### src/rtl/bcd_digit_adder.sv
module bcd_digit_adder #(
  parameter int  W      = 4,
  parameter bit  CIN_EN = 1'b1
) (
  input  logic [W-1:0] dig_a,
  input  logic [W-1:0] dig_b,
  input  logic         carry_in,
  output logic [W-1:0] sum_dig,
  output logic         carry_out
);
  localparam logic [W-1:0] SIX = W'(6);

  logic [W:0]   rip;
  logic [W-1:0] raw;
  logic         fix;

  generate
    if (CIN_EN) begin : g_cin
      assign rip[0] = carry_in;
    end else begin : g_nocin
      assign rip[0] = 1'b0;
    end
  endgenerate

  genvar i;
  generate
    for (i = 0; i < W; i++) begin : g_fa
      assign raw[i]   = dig_a[i] ^ dig_b[i] ^ rip[i];
      assign rip[i+1] = (dig_a[i] & dig_b[i]) | ((dig_a[i] ^ dig_b[i]) & rip[i]);
    end
  endgenerate

  assign fix       = rip[W] | (raw[3] & (raw[2] | raw[1]));
  assign sum_dig   = raw + (fix ? SIX : '0);
  assign carry_out = fix;

  logic [5:0] tot;
  logic       legal;
  assign tot   = 6'(dig_a) + 6'(dig_b) + 6'(CIN_EN ? carry_in : 1'b0);
  assign legal = (dig_a <= 4'd9) && (dig_b <= 4'd9);

  always_comb begin
    if (legal) begin
      a_r1_value:   assert (6'(carry_out) * 6'd10 + 6'(sum_dig) == tot);
      a_r2_digit:   assert (sum_dig <= 4'd9);
      a_r3_carry:   assert (carry_out == (tot >= 6'd10));
      a_r4_nofix:   assert (carry_out || sum_dig == raw);
    end
  end
endmodule

### config.mk
export PLATFORM = sky130hd
export DESIGN_NAME = bcd_digit_adder
export DESIGN_NICKNAME = d
export VERILOG_FILES = /design/src/rtl/bcd_digit_adder.sv
export SDC_FILE = /design/constraint.sdc
export NUM_CORES = 1
export LEC_CHECK = 0
export ABC_AREA = 1
export ABC_CLOCK_PERIOD_IN_PS = 11800
export BUFFER_PORTS_ARGS = -buffer_cell sky130_fd_sc_hd__buf_2
export CORE_AREA = 3 3 40 42
export DETAILED_ROUTE_END_ITERATION = 16
export DIE_AREA = 0 0 43 45
export PLACE_DENSITY_LB_ADDON = 0.2
export SLEW_MARGIN = 40
export SYNTH_ARGS = -nofsm -noshare
export SYNTH_HDL_FRONTEND = slang
export SYNTH_SLANG_ARGS = --single-unit
export TNS_END_PERCENT = 5
### constraint.sdc
create_clock -name vclk -period 11.8
set_clock_uncertainty 0.2 [all_clocks]
set_input_delay 2.36 -clock vclk [all_inputs]
set_output_delay 2.36 -clock vclk [all_outputs]
set_load 0.005 [all_outputs]
=== After elaboration in Yosys (flattened, before gate mapping) ===
Cells that the tools add are included.

* Register bits: 0
* Input port bits: 9
* Logic and storage cells: 25

* Add/sub/neg operators: 1
* Multiplexer cells: 1
* Bitwise operators: 23

{| class="wikitable"
|+ Operators with widths
! operator !! count
|-
| 1-bit AND || 9
|-
| 1-bit bitwise XOR || 8
|-
| 1-bit OR || 6
|-
| 4-bit by 3-bit adder with 4-bit output || 1
|-
| 3-bit two-way mux || 1
|}

=== Depth between registers and ports, before layout ===
* Word-level depth: 12
* Mapped depth: 14

=== Least setup slack after synthesis ===
No wires, ideal clock.

* Path kind: in2out
* Start: in dig_a[0]
* End: out sum_dig[2]
* Data arrival time: 4.756 ns
* Setup slack: 4.484 ns
* Stages on the path: 14
* Path buffers: 0
* Cell sequence: inv_1 fa_1 inv_1 fa_1 inv_1 fa_1 inv_1 fa_1 nand2_1 nand2_1 ha_1 inv_1 fa_1 inv_1

* Word-level cells in the longest chain between the ends: 12
* Elaborated cells between the ends (all ways): 19
* Classes of those cells: add/sub: 1; mux: 1; bitwise: 17

{| class="wikitable"
|+ RTL lines
! element !! line !! text
|-
| start: declaration || 5 || <nowiki>input logic [W-1:0] dig_a,</nowiki>
|-
| 1-bit bitwise XOR || 29 || <nowiki>assign rip[i+1] = (dig_a[i] & dig_b[i]) | ((dig_a[i] ^ dig_b[i]) & rip[i]);</nowiki>
|-
| 1-bit AND || 29 ||
|-
| 1-bit OR (*) || 29 ||
|-
| 1-bit AND || 29 ||
|-
| 1-bit OR || 29 ||
|-
| 1-bit AND || 29 ||
|-
| 1-bit OR || 29 ||
|-
| 1-bit AND or 1-bit bitwise XOR (tied branches) || 29, 28 ||
|-
| 1-bit OR or 1-bit AND (tied branches) || 29, 33 ||
|-
| 1-bit OR (*) || 33 || <nowiki>assign fix = rip[W] | (raw[3] & (raw[2] | raw[1]));</nowiki>
|-
| named net carry_out || 9 || <nowiki>output logic carry_out</nowiki>
|-
| 3-bit two-way mux (*) || 34 || <nowiki>assign sum_dig = raw + (fix ? SIX : '0);</nowiki>
|-
| 4-bit by 3-bit adder with 4-bit output (*) || 34 ||
|-
| end: declaration || 8 || <nowiki>output logic [W-1:0] sum_dig,</nowiki>
|}

The timed path passes the listed nets; every way through them passes the cells marked *.

=== Worst setup path after layout ===
* Start: in dig_a[0]
* End: out sum_dig[2]

* Word-level cells in the longest chain between the ends: 12
* Elaborated cells between the ends (all ways): 19
* Classes of those cells: add/sub: 1; mux: 1; bitwise: 17

{| class="wikitable"
|+ RTL lines
! element !! line
|-
| 1-bit bitwise XOR || 28, 29
|-
| 1-bit AND || 29
|-
| 1-bit OR || 29
|-
| 1-bit AND || 29
|-
| 1-bit OR || 29
|-
| 1-bit AND || 29
|-
| 1-bit OR || 29
|-
| 1-bit AND or 1-bit bitwise XOR (tied branches) || 29, 28
|-
| 1-bit OR or 1-bit AND (tied branches) || 29, 33
|-
| 1-bit OR || 33
|-
| 3-bit two-way mux || 34
|-
| 4-bit by 3-bit adder with 4-bit output (*) || 34
|}

Every way passes the cells marked *; elsewhere a longest branch is shown, timed or not.

==> parameters.txt <==
Parameter                              Value

Floorplanning
  Die footprint ... 1940 um^2
  Total core area ... 1280 um^2
  Count of standard-cell rows ... 13
  Effective utilization at floorplan ... 14.5%
  Number of primary I/O pins ... 14
  Floorplan die height ... 45 um
  Width of the chip ... 43 um

Timing
  Worst relative slew slack ... 88.0%
  Slew @ Worst Pin ... 0.180 ns
  Setup TNS ... 0 ns
  Max-slew violations ... 0
  Post-layout minimum cycle time ... 7.53 ns
  Count of endpoints failing setup in the final report ... 0
  Final period utilization ... 63.8%
  Setup repair after global routing missed its margin ... false
  Tightest hold margin ... 4.96 ns
  Total count of hold-check failures in the final report ... 0
  Max frequency ... 0.133 GHz

Finish
  Post-synthesis to final-layout area growth ... 47.7%
  Antenna cell count ... 0
  Nets@finish ... 55
  Number of sequential storage elements ... 0
  Area of combinational cells with multiple inputs ... 138 um^2
  Non-filler instance count after layout ... 53
  Filler cell count in the final layout ... 156
  Leading cell types in the layout, fill and taps excluded ... 14 x sky130_fd_sc_hd__buf_2, 13 x sky130_fd_sc_hd__inv_1, 5 x sky130_fd_sc_hd__fa_1
  Area used by sequential logic in the layout ... 0 um^2
  Count of clock-net buffers in the final layout ... 0
  Commonest non-fill, non-tap cell in the layout ... sky130_fd_sc_hd__buf_2
  Fraction of final layout cells with drive strength greater than 1 ... 36.8%
  Post-layout util ... 21.4%

Drt
  Wl on met1 ... 107 um
  Vias per std cell ... 3.34
  First-pass iteration count of the detailed router ... 1
  Remaining design rule violation count ... 0
  Routed length on met3 ... 14 um
  ANT nets after route ... 0
  Starting DRT DRC Count ... 0
  WL per Instance ... 6.21 um
  Vias ... 177
  Highest routing layer actually used ... met3
  Met2 WL post-DR ... 208 um
  Final wirelength ... 329 um

Setup path
  Critical-path maximum fanout ... 3
  Arrival time reported for the critical path endpoint ... 4.97 ns
  Data required time at the worst endpoint ... 9.24 ns
  Category of the worst setup path capture point ... primary output
  CP Capture Point ... sum_dig[2]
  Most frequent cell on the critical path ... sky130_fd_sc_hd__inv_1
  Worst path cell trace ... buf_2 > inv_1 > fa_1 > inv_1 > fa_1 > inv_1 > fa_1 > inv_1 > fa_1 > nand2_1 > nand2_1 > ha_1 > inv_1 > fa_1 > inv_1 > buf_2
  Classification of the worst setup path ... in2out
  CP startpoint kind ... input port
  Critical-path top delay cell ... sky130_fd_sc_hd__fa_1
  Slowest Stage Delay on Critical Path ... 0.45 ns
  First element of the critical path ... dig_a[0]

GRT
  GRT Overall Usage ... 3.59%
  Grt total ovfl ... 0
  Pin count of the biggest net entering global routing ... 4
  First-pass GRT wire length ... 579 um
  Initial antenna violation count ... 0
  Via count of the first global-routing pass ... 185

Power
  P_leak ... 0.177 nW
  Total power draw ... 0.0206 mW
  Worst IR drop on VDD ... 14.4 uV
  Total power divided by cell area ... 74.7 nW/um^2

Synthesis
  Synth Instances ... 24
  Combined area of all synthesized cells ... 186 um^2
  Unique cell type count in the Yosys netlist ... 6
  Sequential cell area fraction in the yosys report ... 0%
  Net count after synthesis ... 39
  Synth warnings ... 0
  Avg Cell Area, Syn ... 7.77 um^2

Place
  Routability congestion estimate from global placement ... 0.608
  Number of instances in the placed design ... 53
  Half-perimeter wire length after detailed placement ... 350 um
  IO buf count ... 14

Min path
  Class of the most critical hold timing path ... in2out

Status
  Result of the run ... finished, final reports clean

Run
  Max_cap viols ... 0

Clock tree
  Number of hold buffers added after CTS ... 0
  Post_cts resized ... 0
  Post-CTS setup buffers ... 0
==> cell families after synthesis <==
group	share of synthesized area [%]
AO/OA/AOI/OAI	2.68
XOR/XNOR	4.70
adder cells (fa/ha/maj)	60.4
buffers and inverters	26.2
AND/OR/NAND/NOR	6.04
==> Yosys cell counts, drive strengths merged <==
library cell / instances / area share, %
inv: 13 / 26
fa: 5 / 54
xnor2: 1 / 4.7
nand2: 3 / 6.0
ha: 1 / 6.7
a21oi: 1 / 2.7
==> final cells by class <==
class,count,share of cell area (%)
inverter,13,17.7
multi-input combinational,11,50.0
tap,15,6.82
timing repair buffer,14,25.5
==> worst min-delay path by stage <==
| stage | slack [ns] | end | cells after the start | from |
|---|---|---|---|---|
| final | 4.96 | sum_dig[0] | 5 | carry_in |
| after global routing | 5.02 | sum_dig[0] | 5 | carry_in |
| after CTS | 4.97 | sum_dig[0] | 5 | carry_in |
| after detailed placement | 4.97 | sum_dig[0] | 5 | carry_in |
| after global placement | 4.97 | sum_dig[0] | 5 | carry_in |
| after floorplan | 4.75 | sum_dig[0] | 3 | carry_in |
==> through the flow <==
step                      worst slack, ns  cell area (um^2)
after detailed placement             4.23               275
after floorplan                      4.48               186
final                                4.27               275
after CTS                            4.23               275
after global placement               4.26               275
after global routing                 4.06               275
==> where the power goes <==
| group | switching [mW] | total, mW | internal [mW] | leakage, nW |
|---|---|---|---|---|
| logic | 0.00985 | 0.0206 | 0.0107 | 0.177 |
| registers | 0 | 0 | 0 | 0 |
| clock network | 0 | 0 | 0 | 0 |
==> worst max-delay path: cells and delay by family <==
family | cells | cell delay [ns]
simple gates | 2 | 0.15
fa+ha+maj | 6 | 1.93
buf+inv | 8 | 0.51
==> layer usage <==
layer,GRT usage (%),vias up
met5,0,-
met4,0,0
met3,0.398,0
met2,8.98,3
met1,2.92,85
li1,-,89
No activity file was read; power rests on OpenSTA's default activity.
